### src/rtl/cmpwm_pkg.sv
package cmpwm_pkg;

    // Register offsets (byte addresses)
    localparam int unsigned OFS_CFG   = 32'h00;
    localparam int unsigned OFS_CNT   = 32'h08;
    localparam int unsigned OFS_SCL   = 32'h10;
    localparam int unsigned OFS_CMP0  = 32'h20;
    localparam int unsigned CMP_STEP  = 4;

    // Config field positions
    localparam int unsigned SCALE_W   = 4;
    localparam int unsigned BIT_ZC    = 9;
    localparam int unsigned BIT_ALW   = 12;
    localparam int unsigned BIT_ONCE  = 13;
    localparam int unsigned PEND_LSB  = 28;

    typedef struct packed {
        logic [SCALE_W-1:0] scale;
        logic               zero_cmp;
        logic               run_always;
        logic               run_once;
    } cfg_t;

endpackage

### src/rtl/cmpwm_counter.sv
module cmpwm_counter #(
    parameter int CNT_W = 31
) (
    input  logic             clk,
    input  logic             rst_n,
    input  logic             run,
    input  logic             ld_en,
    input  logic [CNT_W-1:0] ld_val,
    input  logic             zero_req,
    output logic [CNT_W-1:0] cnt_q,
    output logic             wrap_hit
);

    logic [CNT_W-1:0] cnt_d;

    always_comb begin
        cnt_d    = cnt_q;
        wrap_hit = 1'b0;
        if (ld_en) begin
            cnt_d = ld_val;
        end else if (zero_req) begin
            cnt_d = '0;
        end else if (run) begin
            cnt_d    = cnt_q + 1'b1;
            wrap_hit = &cnt_q;
        end
    end

    always_ff @(posedge clk or negedge rst_n) begin
        if (!rst_n) cnt_q <= '0;
        else        cnt_q <= cnt_d;
    end

endmodule

### src/rtl/cmpwm_chan.sv
module cmpwm_chan #(
    parameter int CMP_W = 16
) (
    input  logic             clk,
    input  logic             rst_n,
    input  logic [CMP_W-1:0] scaled,
    input  logic [CMP_W-1:0] cmp_val,
    input  logic             wr_en,
    input  logic             wr_val,
    output logic             match,
    output logic             pend_q
);

    logic pend_d;

    always_comb begin
        match  = (scaled >= cmp_val);
        pend_d = wr_en ? wr_val : (pend_q | match);
    end

    always_ff @(posedge clk or negedge rst_n) begin
        if (!rst_n) pend_q <= 1'b0;
        else        pend_q <= pend_d;
    end

endmodule

### src/rtl/cmpwm_timer.sv
module cmpwm_timer
    import cmpwm_pkg::*;
#(
    parameter int NCH    = 4,
    parameter int CNT_W  = 31,
    parameter int CMP_W  = 16,
    parameter int ADDR_W = 8,
    parameter int DATA_W = 32
) (
    input  logic              clk,
    input  logic              rst_n,
    input  logic              bus_we,
    input  logic [ADDR_W-1:0] bus_addr,
    input  logic [DATA_W-1:0] bus_wdata,
    output logic [DATA_W-1:0] bus_rdata,
    output logic [NCH-1:0]    irq
);

    localparam logic [ADDR_W-1:0] A_CFG = ADDR_W'(OFS_CFG);
    localparam logic [ADDR_W-1:0] A_CNT = ADDR_W'(OFS_CNT);
    localparam logic [ADDR_W-1:0] A_SCL = ADDR_W'(OFS_SCL);

    cfg_t             cfg_d, cfg_q;
    logic [CMP_W-1:0] cmp_d [NCH];
    logic [CMP_W-1:0] cmp_q [NCH];

    logic             cfg_wr, cnt_wr, scl_wr, cnt_ld, run, zero_hit, wrap_hit;
    logic [NCH-1:0]   cmp_wr, match_vec, pend_vec;
    logic [CNT_W-1:0] cnt_val, ld_val, scl_ld, shifted;
    logic [CMP_W-1:0] scaled;

    // Decode
    always_comb begin
        cfg_wr = bus_we && (bus_addr == A_CFG);
        cnt_wr = bus_we && (bus_addr == A_CNT);
        scl_wr = bus_we && (bus_addr == A_SCL);
        for (int i = 0; i < NCH; i++) begin
            cmp_wr[i] = bus_we && (bus_addr == ADDR_W'(OFS_CMP0 + i * CMP_STEP));
        end
    end

    // Counter datapath
    always_comb begin
        run      = cfg_q.run_always | cfg_q.run_once;
        shifted  = cnt_val >> cfg_q.scale;
        scaled   = shifted[CMP_W-1:0];
        scl_ld   = CNT_W'(bus_wdata[CMP_W-1:0]) << cfg_q.scale;
        cnt_ld   = cnt_wr | scl_wr;
        ld_val   = cnt_wr ? bus_wdata[CNT_W-1:0] : scl_ld;
        zero_hit = cfg_q.zero_cmp & match_vec[0];
    end

    cmpwm_counter #(.CNT_W(CNT_W)) u_cnt (
        .clk      (clk),
        .rst_n    (rst_n),
        .run      (run),
        .ld_en    (cnt_ld),
        .ld_val   (ld_val),
        .zero_req (zero_hit),
        .cnt_q    (cnt_val),
        .wrap_hit (wrap_hit)
    );

    for (genvar g = 0; g < NCH; g++) begin : g_chan
        cmpwm_chan #(.CMP_W(CMP_W)) u_chan (
            .clk     (clk),
            .rst_n   (rst_n),
            .scaled  (scaled),
            .cmp_val (cmp_q[g]),
            .wr_en   (cfg_wr),
            .wr_val  (bus_wdata[PEND_LSB + g]),
            .match   (match_vec[g]),
            .pend_q  (pend_vec[g])
        );
    end

    // Register next-state
    always_comb begin
        cfg_d = cfg_q;
        if (cfg_wr) begin
            cfg_d.scale      = bus_wdata[SCALE_W-1:0];
            cfg_d.zero_cmp   = bus_wdata[BIT_ZC];
            cfg_d.run_always = bus_wdata[BIT_ALW];
            cfg_d.run_once   = bus_wdata[BIT_ONCE];
        end else if (zero_hit || wrap_hit) begin
            cfg_d.run_once = 1'b0;
        end
        for (int i = 0; i < NCH; i++) begin
            cmp_d[i] = cmp_wr[i] ? bus_wdata[CMP_W-1:0] : cmp_q[i];
        end
    end

    always_ff @(posedge clk or negedge rst_n) begin
        if (!rst_n) begin
            cfg_q <= '0;
            for (int i = 0; i < NCH; i++) cmp_q[i] <= '0;
        end else begin
            cfg_q <= cfg_d;
            for (int i = 0; i < NCH; i++) cmp_q[i] <= cmp_d[i];
        end
    end

    // Read mux
    always_comb begin
        bus_rdata = '0;
        if (bus_addr == A_CFG) begin
            bus_rdata[SCALE_W-1:0]        = cfg_q.scale;
            bus_rdata[BIT_ZC]             = cfg_q.zero_cmp;
            bus_rdata[BIT_ALW]            = cfg_q.run_always;
            bus_rdata[BIT_ONCE]           = cfg_q.run_once;
            bus_rdata[PEND_LSB +: NCH]    = pend_vec;
        end else if (bus_addr == A_CNT) begin
            bus_rdata = DATA_W'(cnt_val);
        end else if (bus_addr == A_SCL) begin
            bus_rdata = DATA_W'(scaled);
        end else begin
            for (int i = 0; i < NCH; i++) begin
                if (bus_addr == ADDR_W'(OFS_CMP0 + i * CMP_STEP)) begin
                    bus_rdata = DATA_W'(cmp_q[i]);
                end
            end
        end
    end

    assign irq = pend_vec;

endmodule

### config.mk
export PLATFORM = sky130hd
export DESIGN_NAME = cmpwm_timer
export DESIGN_NICKNAME = d
export VERILOG_FILES = /design/src/rtl/cmpwm_pkg.sv /design/src/rtl/cmpwm_counter.sv /design/src/rtl/cmpwm_chan.sv /design/src/rtl/cmpwm_timer.sv
export SDC_FILE = /design/constraint.sdc
export NUM_CORES = 1
export LEC_CHECK = 0
export ABC_AREA = 1
export BUFFER_PORTS_ARGS = -buffer_cell sky130_fd_sc_hd__buf_2
export CORE_MARGIN = 1.5
export CORE_UTILIZATION = 40
export DETAILED_ROUTE_END_ITERATION = 12
export GPL_TIMING_DRIVEN = 0
export PLACE_DENSITY_LB_ADDON = 0.1
export SLEW_MARGIN = 0
export SYNTH_ARGS = -nofsm -noshare
export SYNTH_HDL_FRONTEND = slang
export SYNTH_SLANG_ARGS = --single-unit
### constraint.sdc
create_clock -name clk -period 5.1 [get_ports clk]
set_input_delay 0.765 -clock clk [delete_from_list [all_inputs] [get_ports clk]]
set_output_delay 0.765 -clock clk [all_outputs]
set_load 0.005 [all_outputs]
==> impl_metrics.tcl, run 1 <==
set metrics [dict create \
    area.growth.synth_to_final_pct 11.10 \
    worstMarginPinSlew_ns 1.051 \
    synth.area.top_cells "sky130_fd_sc_hd__dfrtp_1 26%, sky130_fd_sc_hd__nand2_1 23%, sky130_fd_sc_hd__ha_1 8.0%, sky130_fd_sc_hd__nand3_1 7.7%, sky130_fd_sc_hd__o21ai_0 7.5%" \
    post_route_cells_drive_above_1_share_pct 10.22 \
    end_kind "register" \
    route.vias.total 11558 \
    detailed_place_hpwl_um 36030 \
    dieArea_um2 26400 \
    unrepaired_setup_endpoints_after_global_routing "false" \
    timing.critical_path.from_type "register" \
    p_leak_nw 5.724 \
    timing.setup.tns_ns 0 \
    required_time_of_the_critical_path_ns 5.43 \
    endpoints_failing_setup 0 \
    r2r-start "cfg_q[3]" \
    grt_antenna_before_repair 0 \
    totalWireLength_um 44790 \
    hold_path_class "input port to async pin" \
    post_synth_inst_count 1668 \
    portbufs 77 \
    gp_congestion 0.9829 \
    post-route-min-period_ns 4.728 \
    drv_cap 0 \
    chipWidth_um 162.5 \
    design.core.area_um2 25040 \
    final_antenna_net_count 0 \
    rows 58 \
    power.total_mw 3.188 \
    synth_ff_type "sky130_fd_sc_hd__dfrtp_1" \
    cp-startpoint "cfg_q[3]" \
    cts_tree "done" \
    insertion_delay_ns 0.38 \
    initial_utilization_pct 40.64 \
    yosys.area.top_type "sky130_fd_sc_hd__dfrtp_1" \
    drt-vias-per-instance 5.525 \
    synth_seq_area_share_pct 26.07 \
    outcome "finished clean" \
    final_hold_viol_count 0 \
    layout.nets 1865 \
    grt_pass1_vias 10519 \
    wire_per_inst_um 21.41 \
    dr.first_iter.drc_count 1460 \
    antenna-diode-count 0 \
    drt_pre_antenna_iters 5 \
    gr-usage-all-layers_pct 34.06 \
    yosys.area.top_type_share_pct 26.07 \
    synth.yosys.warnings 0 \
    cts-htree-levels 3 \
    cts_inserted_buffers 9 \
    grt_start_max_net_pins 61 \
    fmax_ghz 0.2115 \
    critPathMostFrequentCell "sky130_fd_sc_hd__nand2_1" \
    slew_headroom_pct 29.17 \
    synth_edf_count 0 \
    pin_count 79 \
    period_share_pct 92.70 \
    postSynthRegisterBits 106 \
    power_density_nw_per_um2 282.0 \
    global_route.overflow_total 0 \
    max_stage_delay_ns 0.81 \
    report.final.slew_viol_count 0 \
    clock_tree.buffer_depth 2 \
    timing.critical_path.arrival_ns 5.05 \
    worst_setup_hold_path_clk_slew_ns 0.09 \
    cts_root_buf "sky130_fd_sc_hd__clkbuf_16" \
    crit_type "register to register" \
    grt_pass1_wl_um 66250 \
    postCtsHoldBufs 0 \
    max-vdd-ir-drop_v 0.0001765 \
    synthDistinctLibCells 40 \
    worst_clock_skew_on_the_final_layout_ns 0.01497 \
    die_y_um 162.5 \
    synth_net_count 1776 \
    cells_along_the_critical_path "buf_2 > buf_2 > o21ai_0 > nand2_1 > nand3_1 > nand2_1 > inv_1 > o21ai_0 > ha_1 > nand2_1 > inv_1 > nand2_1 > nand2_1 > nand2_1 > nand2_1 > nand2_1 > nand3_1 > nand2_1 > clkbuf_1 > nand2_1 > nand2_1 > nand2_1 > nand2_1" \
    cp_max_fo 10 \
    synthesis.area_per_instance_um2 6.100 \
    drt_drc_violations_left 0 \
    fraction_of_registers_with_async_set_or_reset_after_synthesis_pct 100.0 \
    cpMaxStageDelayCell "sky130_fd_sc_hd__o21ai_0" \
    clock_sink_count 106 \
    post_synth_instance_area_um2 10170 \
]
## layout by cell type, fill, tap and decap left out, types with 5 or more instances in the layout
master,count
sky130_fd_sc_hd__a21oi_1,57
sky130_fd_sc_hd__and2_1,11
sky130_fd_sc_hd__buf_1,6
sky130_fd_sc_hd__buf_2,106
sky130_fd_sc_hd__buf_4,16
sky130_fd_sc_hd__buf_6,5
sky130_fd_sc_hd__clkbuf_1,26
sky130_fd_sc_hd__clkbuf_16,9
sky130_fd_sc_hd__dfrtp_1,106
sky130_fd_sc_hd__ha_1,65
sky130_fd_sc_hd__inv_1,177
sky130_fd_sc_hd__inv_2,10
sky130_fd_sc_hd__mux2i_1,5
sky130_fd_sc_hd__nand2_1,610
sky130_fd_sc_hd__nand3_1,157
sky130_fd_sc_hd__nand4_1,21
sky130_fd_sc_hd__nor2_1,97
sky130_fd_sc_hd__nor3_1,34
sky130_fd_sc_hd__o211ai_1,23
sky130_fd_sc_hd__o21ai_0,151
sky130_fd_sc_hd__o21ai_1,14
sky130_fd_sc_hd__o22ai_1,7
## metrics by stage
stage,util [%],std cells,cell area (um^2),setup WS (ns),hold WS [ns]
finish,45.15,2092,11300,0.3725,0.3233
global route,45.15,2092,11300,0.2433,0.3717
CTS,45.15,2092,11300,0.3168,0.3551
detailed placement,43.96,2076,11010,0.3514,0.4745
global placement,43.83,2075,10970,0.4327,0.4663
floorplan,-,1668,10170,2.239,0.4530
## cell usage after synthesis, types with 5 or more instances
library cell and count:
sky130_fd_sc_hd__nor3_1 34, sky130_fd_sc_hd__buf_1 6, sky130_fd_sc_hd__a21oi_1 57, sky130_fd_sc_hd__and2_1 11
sky130_fd_sc_hd__inv_1 177, sky130_fd_sc_hd__o21ai_1 13, sky130_fd_sc_hd__buf_2 30, sky130_fd_sc_hd__inv_2 10
sky130_fd_sc_hd__nand2_1 610, sky130_fd_sc_hd__dfrtp_1 106, sky130_fd_sc_hd__o211ai_1 23, sky130_fd_sc_hd__nand4_1 21
sky130_fd_sc_hd__nand3_1 157, sky130_fd_sc_hd__mux2i_1 5, sky130_fd_sc_hd__clkbuf_1 26, sky130_fd_sc_hd__o21ai_0 152
sky130_fd_sc_hd__nor2_1 97, sky130_fd_sc_hd__o22ai_1 7, sky130_fd_sc_hd__ha_1 65, sky130_fd_sc_hd__buf_4 16
## cell type report
| type | count | area [um^2] |
|---|---|---|
| flip-flops and latches | 106 | 2653 |
| multi-input cells | 1288 | 6362 |
| inverters | 192 | 724.4 |
| clock buffers | 9 | 225.2 |
| repair buffers | 78 | 419.2 |
| plain buffers | 82 | 435.4 |
| well taps | 330 | 412.9 |
| clock inverters | 7 | 72.57 |
| fillers | 2804 | 13730 |
## per-layer routing
| layer | part of all wire [%] | vias to the layer above | global-route usage, % |
|---|---|---|---|
| met4 | 1.9 | 0 | 8.048 |
| met5 | 0 | - | 0 |
| met1 | 48 | 5361 | 52.92 |
| met3 | 11 | 58 | 7.665 |
| met2 | 39 | 583 | 46.72 |
| li1 | - | 5556 | - |
## critical path, delay by kind of cell (launching register included)
| kind | cells | cell delay, ns |
|---|---|---|
| and+or+nand+nor | 15 | 1.63 |
| DFF | 1 | 0.35 |
| AOI/OAI and AO/OA | 2 | 1.06 |
| adders and majority gates | 1 | 0.39 |
| buffers and inverters | 5 | 1.23 |
## sequential cells by signal, indices dropped and copies added, names as in the netlist
name                  flops
cfg_q                     7
cmp_q                    64
g_chan.u_chan.pend_q      4
u_cnt.cnt_q              31
## kinds of logic (layout without fill, tap and decap cells)
family | Yosys count | after routing | synth area share [%]
buffers and inverters | 274 | 368 | 11.40
flip-flops | 106 | 106 | 26.07
AO/OA/AOI/OAI | 262 | 262 | 13.80
multiplexers | 5 | 5 | 0.4919
AND/OR/NAND/NOR | 956 | 956 | 40.25
adder cells (fa/ha/maj) | 65 | 65 | 7.993
## what timing repair did
action / in CTS / in global routing
resized for setup: 0 / 1
buffers inserted: 0 / 0
setup endpoints to repair: 0 / 7
endpoints found under the hold margin: 0 / 0
## final timing paths
path	slack, ns	end	cells past startpoint
max	0.37	u_cnt.cnt_q[15]	23
min	0.32	cmp_q[32]	1
max reg2reg	0.37	u_cnt.cnt_q[15]	23
min reg2reg	0.49	cmp_q[37]	2
max in group asynchronous	4.08	cmp_q[8]	2
min in group clk	0.49	cmp_q[37]	2
## power by group
group | leakage, nW | switching [mW] | internal (mW)
combinational | 4.18 | 0.962 | 0.436
clock | 0.143 | 0.413 | 0.349
sequential | 1.40 | 0.117 | 0.912
total | 5.72 | 1.49 | 1.70
(Power assumes the default switching activity.)
==> inputs of run 2 (changes only) <==
--- a/config.mk
+++ b/config.mk
@@ -12,6 +12,7 @@
 export DETAILED_ROUTE_END_ITERATION = 12
 export GPL_TIMING_DRIVEN = 0
 export PLACE_DENSITY_LB_ADDON = 0.1
+export SETUP_SLACK_MARGIN = 0.5
 export SLEW_MARGIN = 0
 export SYNTH_ARGS = -nofsm -noshare
 export SYNTH_HDL_FRONTEND = slang
==> impl_metrics.tcl, run 2 (same netlist as run 1, synthesis figures left out) <==
set metrics [dict create \
    worst_clock_skew_on_the_final_layout_ns 0.01476 \
    clock_tree.buffer_depth 2 \
    grt_antenna_before_repair 0 \
    antenna-diode-count 0 \
    totalWireLength_um 44730 \
    netSwitchingPower_mw 1.493 \
    max-vdd-ir-drop_v 0.0001757 \
    power_density_nw_per_um2 282.1 \
    die_y_um 162.5 \
    gp_congestion 0.9829 \
    rows 58 \
    grt_start_max_net_pins 61 \
    cp_max_fo 10 \
    p_leak_nw 5.728 \
    report.final.slew_viol_count 0 \
    largest_register_ffs 64 \
    route.vias.total 11674 \
    p_clk_share_pct 24.0 \
    chipWidth_um 162.5 \
    dr.first_iter.drc_count 1466 \
    power.total_mw 3.190 \
    leading_registers_by_flop_count "cmp_q x64, u_cnt.cnt_q x31, cfg_q x7" \
    dieArea_um2 26400 \
    cts-htree-levels 3 \
    insertion_delay_ns 0.38 \
    outcome "finished clean" \
    period_share_pct 84.31 \
    worstMarginPinSlew_ns 0.7546 \
    initial_utilization_pct 40.64 \
    layout.nets 1865 \
    power_frac_comb_pct 43.8 \
    final_hold_viol_count 0 \
    design.core.area_um2 25040 \
    timing.critical_path.from_type "register" \
    post-route-min-period_ns 4.300 \
    cts_inserted_buffers 9 \
    timing.setup.tns_ns 0 \
    pre_cts_slack_ns 0.3514 \
    drt-vias-per-instance 5.580 \
    clock_sink_count 106 \
    required_time_of_the_critical_path_ns 5.42 \
    hold_path_class "input port to async pin" \
    grt_pass1_vias 10519 \
    setup_ws_ns 0.8004 \
    placedCellCount 2076 \
    global_route.overflow_total 0 \
    fmax_ghz 0.2326 \
    final-instance-count-excl-fill 2092 \
    end_kind "register" \
    layout.cells.most_common "sky130_fd_sc_hd__nand2_1" \
    placed_cell_area_um2 11010 \
    cts_tree "done" \
    largest-register "cmp_q" \
    portbufs 77 \
    post_route_cells_drive_above_1_share_pct 10.33 \
    cellInternalPower_mw 1.697 \
    area.growth.synth_to_final_pct 11.15 \
    unrepaired_setup_endpoints_after_global_routing "false" \
    endpoints_failing_setup 0 \
    detailed_place_hpwl_um 36030 \
    netSwitchingFraction_pct 46.79 \
    crit_type "register to register" \
    pin_count 79 \
    cts_post_setup_buffers_inserted 0 \
    most-common-layout-cells "610 x sky130_fd_sc_hd__nand2_1, 177 x sky130_fd_sc_hd__inv_1, 157 x sky130_fd_sc_hd__nand3_1" \
    final_antenna_net_count 0 \
    worst_setup_hold_path_clk_slew_ns 0.09 \
    drt_pre_antenna_iters 5 \
    layout.filler_cells 2801 \
    p_seq_share_pct 32.3 \
    cts_root_buf "sky130_fd_sc_hd__clkbuf_16" \
    drv_cap 0 \
    drt_drc_violations_left 0 \
    gr-usage-all-layers_pct 34.06 \
    wire_per_inst_um 21.38 \
    final_design_area_no_fill_um2 11310 \
    grt_pass1_wl_um 66250 \
    timing.critical_path.arrival_ns 4.62 \
    slew_headroom_pct 49.69 \
]
## run 2: worst max-delay path, cell delays in order (launching register included)
cell,delay (ns)
sky130_fd_sc_hd__dfrtp_1,0.36
sky130_fd_sc_hd__buf_2,0.21
sky130_fd_sc_hd__buf_2,0.31
sky130_fd_sc_hd__o21ai_0,0.22
sky130_fd_sc_hd__o21ai_0,0.39
sky130_fd_sc_hd__nand2_1,0.13
sky130_fd_sc_hd__nand3_1,0.11
sky130_fd_sc_hd__and2_1,0.33
sky130_fd_sc_hd__ha_1,0.31
sky130_fd_sc_hd__nand2_1,0.07
sky130_fd_sc_hd__inv_1,0.03
sky130_fd_sc_hd__o21ai_0,0.17
sky130_fd_sc_hd__nand2_1,0.07
sky130_fd_sc_hd__nor2_1,0.13
sky130_fd_sc_hd__nand3_1,0.33
sky130_fd_sc_hd__nand2_1,0.29
sky130_fd_sc_hd__buf_2,0.33
sky130_fd_sc_hd__nand3_1,0.23
sky130_fd_sc_hd__nand2_1,0.11
sky130_fd_sc_hd__nand2_1,0.05
sky130_fd_sc_hd__nand2_1,0.05
## run 2: power groups by stage
| stage | Clock (mW) | Sequential (mW) | Combinational, mW |
|---|---|---|---|
| 2_1_floorplan | 0 | 0.987 | 0.907 |
| 3_3_place_gp | 0 | 1.04 | 1.33 |
| 3_5_place_dp | 0 | 1.04 | 1.35 |
| 4_1_cts | 0.771 | 1.02 | 1.35 |
| 5_1_grt | 0.788 | 1.03 | 1.54 |
| 6_report | 0.764 | 1.03 | 1.40 |
## run 2: timing repair
item | in CTS | in global routing
gates resized for setup | 1 | 4
hold buffers | 0 | 0
setup endpoints to repair | 10 | 12
## run 2: stage by stage
step	utilization [%]	hold WS, ns
6_report	45.17	0.3270
5_1_grt	45.17	0.3717
4_1_cts	45.15	0.3551
3_5_place_dp	43.96	0.4745
3_3_place_gp	43.83	0.4663
2_1_floorplan	-	0.4530
## run 2: per-layer routing
| metal | GRT usage, % | up-vias | share of wire [%] |
|---|---|---|---|
| li1 | - | 5563 | - |
| met5 | 0 | - | 0 |
| met1 | 52.92 | 5449 | 48 |
| met3 | 7.665 | 52 | 12 |
| met4 | 8.048 | 0 | 1.9 |
| met2 | 46.72 | 610 | 39 |
## run 2: worst paths after layout
| path | from | end | slack [ns] | depth (start not counted) |
|---|---|---|---|---|
| worst min register to register | cmp_q[37] | cmp_q[37] | 0.49 | 2 |
| worst max-delay path | cfg_q[3] | u_cnt.cnt_q[3] | 0.80 | 20 |
| worst min-delay path | rst_n | cmp_q[32] | 0.33 | 1 |
| worst max register to register | cfg_q[3] | u_cnt.cnt_q[3] | 0.80 | 20 |
| max in group asynchronous | rst_n | cmp_q[8] | 4.09 | 2 |
| min in group clk | cmp_q[37] | cmp_q[37] | 0.49 | 2 |
## run 2: final cells by class
class	instances	area [um^2]	area share, %
Clock inverter	7	72.57	0.6417
Sequential cell	106	2653	23.45
Buffer	82	436.7	3.861
Tap cell	330	412.9	3.651
Multi-Input combinational cell	1288	6366	56.29
Inverter	192	724.4	6.406
Timing Repair Buffer	78	419.2	3.706
Clock buffer	9	225.2	1.991
==> inputs of run 3 (changes only) <==
--- a/config.mk
+++ b/config.mk
@@ -5,7 +5,7 @@
 export SDC_FILE = /design/constraint.sdc
 export NUM_CORES = 1
 export LEC_CHECK = 0
-export ABC_AREA = 1
+export ABC_AREA = 0
 export BUFFER_PORTS_ARGS = -buffer_cell sky130_fd_sc_hd__buf_2
 export CORE_MARGIN = 1.5
 export CORE_UTILIZATION = 40
==> constraint.sdc (replaced) <==
create_clock -name clk -period 4 [get_ports clk]
set_input_delay 0.6 -clock clk [delete_from_list [all_inputs] [get_ports clk]]
set_output_delay 0.6 -clock clk [all_outputs]
set_load 0.005 [all_outputs]
==> impl_metrics.tcl, run 3 <==
set metrics [dict create \
    clock_sink_count 106 \
    cells_along_the_critical_path "buf_6 > buf_12 > mux4_2 > mux2_4 > nor2_4 > a21oi_4 > ha_4 > a41oi_2 > o21a_1 > a2bb2oi_2 > o211ai_1 > buf_4 > buf_4 > o32ai_2 > o21a_1" \
    layout.cells.most_common "sky130_fd_sc_hd__dfrtp_1" \
    max_stage_delay_ns 0.55 \
    synth_ff_type "sky130_fd_sc_hd__dfrtp_1" \
    synth_commonest_cells "106 x sky130_fd_sc_hd__dfrtp_1, 73 x sky130_fd_sc_hd__nand2_1, 72 x sky130_fd_sc_hd__a21oi_1" \
    r2r_setup_slack_ns 0.49 \
    path_buf_inv 4 \
    leading_registers_by_flop_count "cmp_q x64, u_cnt.cnt_q x31, cfg_q x7" \
    synth_edf_count 0 \
    gp_congestion 0.9706 \
    most-common-layout-cells "106 x sky130_fd_sc_hd__dfrtp_1, 91 x sky130_fd_sc_hd__buf_2, 70 x sky130_fd_sc_hd__inv_1" \
    post_route_cells_drive_above_1_share_pct 32.46 \
    cts-htree-levels 3 \
    drv_cap 0 \
    grt_pass1_vias 8866 \
    synth.yosys.warnings 0 \
    post_synth_instance_area_um2 9620 \
    die_y_um 158.1 \
    final_design_area_no_fill_um2 11710 \
    synthDistinctLibCells 74 \
    gr-usage-all-layers_pct 30.93 \
    cp_max_fo 8 \
    final_antenna_net_count 0 \
    drt-vias-per-instance 6.322 \
    global_route.overflow_total 0 \
    unrepaired_setup_endpoints_after_global_routing "true" \
    dr.first_iter.drc_count 1192 \
    layout.nets 1280 \
    post_synth_inst_count 1051 \
    design.core.area_um2 23540 \
    p_seq_share_pct 33.5 \
    route.vias.total 9457 \
    portbufs 70 \
    fraction_of_registers_with_async_set_or_reset_after_synthesis_pct 100.0 \
    insertion_delay_ns 0.38 \
    drt_pre_antenna_iters 7 \
    timing.critical_path.from_type "register" \
    placed_cell_area_um2 10400 \
    ff2ff_path_depth 15 \
    crit_type "register to register" \
    totalWireLength_um 38400 \
    outcome "finished clean" \
    wire_per_inst_um 25.67 \
    grt_start_max_net_pins 64 \
    p_leak_nw 5.028 \
    power_frac_comb_pct 41.4 \
    synth_seq_area_share_pct 27.57 \
    worst_clock_skew_on_the_final_layout_ns 0.01250 \
    cpMaxStageDelayCell "sky130_fd_sc_hd__mux4_2" \
    grt_antenna_before_repair 0 \
    synth.area.top_cells "sky130_fd_sc_hd__dfrtp_1 28%, sky130_fd_sc_hd__mux4_2 8.9%, sky130_fd_sc_hd__ha_1 8.5%, sky130_fd_sc_hd__mux2_2 8.2%, sky130_fd_sc_hd__mux2i_1 4.4%" \
    drt_drc_violations_left 0 \
    worst_setup_hold_path_clk_slew_ns 0.08 \
    antenna-diode-count 0 \
    fmax_ghz 0.2847 \
    cts_root_buf "sky130_fd_sc_hd__clkbuf_16" \
    slew_headroom_pct 30.32 \
    synthesis.area_per_instance_um2 9.154 \
    power_density_nw_per_um2 321.6 \
    yosys.area.top_type "sky130_fd_sc_hd__dfrtp_1" \
    largest-register "cmp_q" \
    chipWidth_um 158.1 \
    worstMarginPinSlew_ns 1.045 \
    required_time_of_the_critical_path_ns 4.30 \
    post-route-min-period_ns 3.513 \
    area.growth.synth_to_final_pct 21.69 \
    end_kind "register" \
    netSwitchingFraction_pct 38.98 \
    cellInternalPower_mw 2.297 \
    final_hold_viol_count 0 \
    postSynthRegisterBits 106 \
    cts_tree "done" \
    endpoints_failing_setup 0 \
    synth_net_count 1159 \
    clock_tree.buffer_depth 2 \
    power.total_mw 3.765 \
    timing.critical_path.arrival_ns 3.82 \
    max-vdd-ir-drop_v 0.0001695 \
    critPathTopFamily "compound AO/OA/AOI/OAI gates" \
    cts_inserted_buffers 9 \
    grt_pass1_wl_um 56350 \
    hold_path_class "input port to async pin" \
    detailed_place_hpwl_um 28470 \
    netSwitchingPower_mw 1.468 \
    period_share_pct 87.81 \
    initial_utilization_pct 40.86 \
    rows 56 \
    p_clk_share_pct 25.1 \
    leading_cell_type_by_number_of_instances_after_synthesis "sky130_fd_sc_hd__dfrtp_1" \
    report.final.slew_viol_count 0 \
    largest_register_ffs 64 \
    yosys.area.top_type_share_pct 27.57 \
    pin_count 79 \
    timing.rr.end "u_cnt.cnt_q[26]" \
    r2r-start "cfg_q[3]" \
    dieArea_um2 24990 \
]
-- run 3: cell families (layout without fill, tap and decap cells) --
family                     Yosys count  count (layout)  share of synthesized area [%]
adders and majority gates           65              65                          8.454
muxes                              154             154                          22.28
AOI/OAI and AO/OA                  275             275                          18.39
xor gates and xnor gates            15              15                          1.366
and+or+nand+nor                    276             277                          14.63
DFF                                106             106                          27.57
buffers and inverters              160             285                          7.309
-- run 3: worst register-to-register path: cells and delay by family (launching register included) --
family / cells / cell delay [ns]
muxes: 2 / 0.87
DFF: 1 / 0.34
buffers and inverters: 4 / 0.63
adders and majority gates: 1 / 0.27
and+or+nand+nor: 1 / 0.12
AOI/OAI and AO/OA: 7 / 1.22
-- run 3: power groups by stage --
stage               registers (mW)  logic (mW)  clock network, mW
floorplan                     1.23       0.842                  0
global placement              1.28        1.21                  0
detailed placement            1.27        1.22                  0
CTS                           1.25        1.38              0.959
global route                  1.27        1.68              0.993
finish                        1.26        1.56              0.947
-- run 3: metal layers --
metal / global-route usage, % / vias to the layer above / part of all wire, %
met1: 45.32 / 4652 / 44
met3: 6.433 / 50 / 10
met5: 0 / - / 0
met2: 46.10 / 592 / 43
li1: - / 4163 / -
met4: 7.699 / 0 / 2.2
-- run 3: layout make-up --
cell class | instances | area (um^2)
Timing Repair Buffer | 109 | 710.7
Clock inverter | 5 | 45.04
Buffer | 90 | 590.6
Multi-Input combinational cell | 786 | 6794
Sequential cell | 106 | 2653
Clock buffer | 11 | 252.7
Inverter | 70 | 262.8
Tap cell | 319 | 399.1
Fill cell | 2299 | 11840
-- run 3: how the worst max path moves through the flow --
stage / start / end / cells past startpoint
floorplan: cfg_q[4] / u_cnt.cnt_q[13] / 15
global placement: cfg_q[4] / u_cnt.cnt_q[20] / 14
detailed placement: cfg_q[4] / u_cnt.cnt_q[13] / 15
CTS: bus_addr[2] / bus_rdata[6] / 8
global route: cfg_q[3] / u_cnt.cnt_q[26] / 15
finish: cfg_q[3] / u_cnt.cnt_q[26] / 15
-- run 3: metrics by stage --
stage	hold slack [ns]	setup WS, ns	setup TNS (ns)	cells	util (%)
after CTS	0.1551	0.4742	0	1477	47.76
after floorplan	0.3044	0.5058	0	1051	-
after global placement	0.4899	-0.8094	-21.07	1440	44.05
after global routing	0.1711	0.3906	0	1496	49.73
after detailed placement	0.4936	-0.7422	-19.60	1441	44.19
final	0.1420	0.4874	0	1496	49.73
-- run 3: what timing repair did --
item	CTS	global route
pin swaps	18	22
resized for setup	93	74
setup buffers	20	17
gates cloned	0	2
endpoints found under the setup margin	48	42
hold buffers	0	0
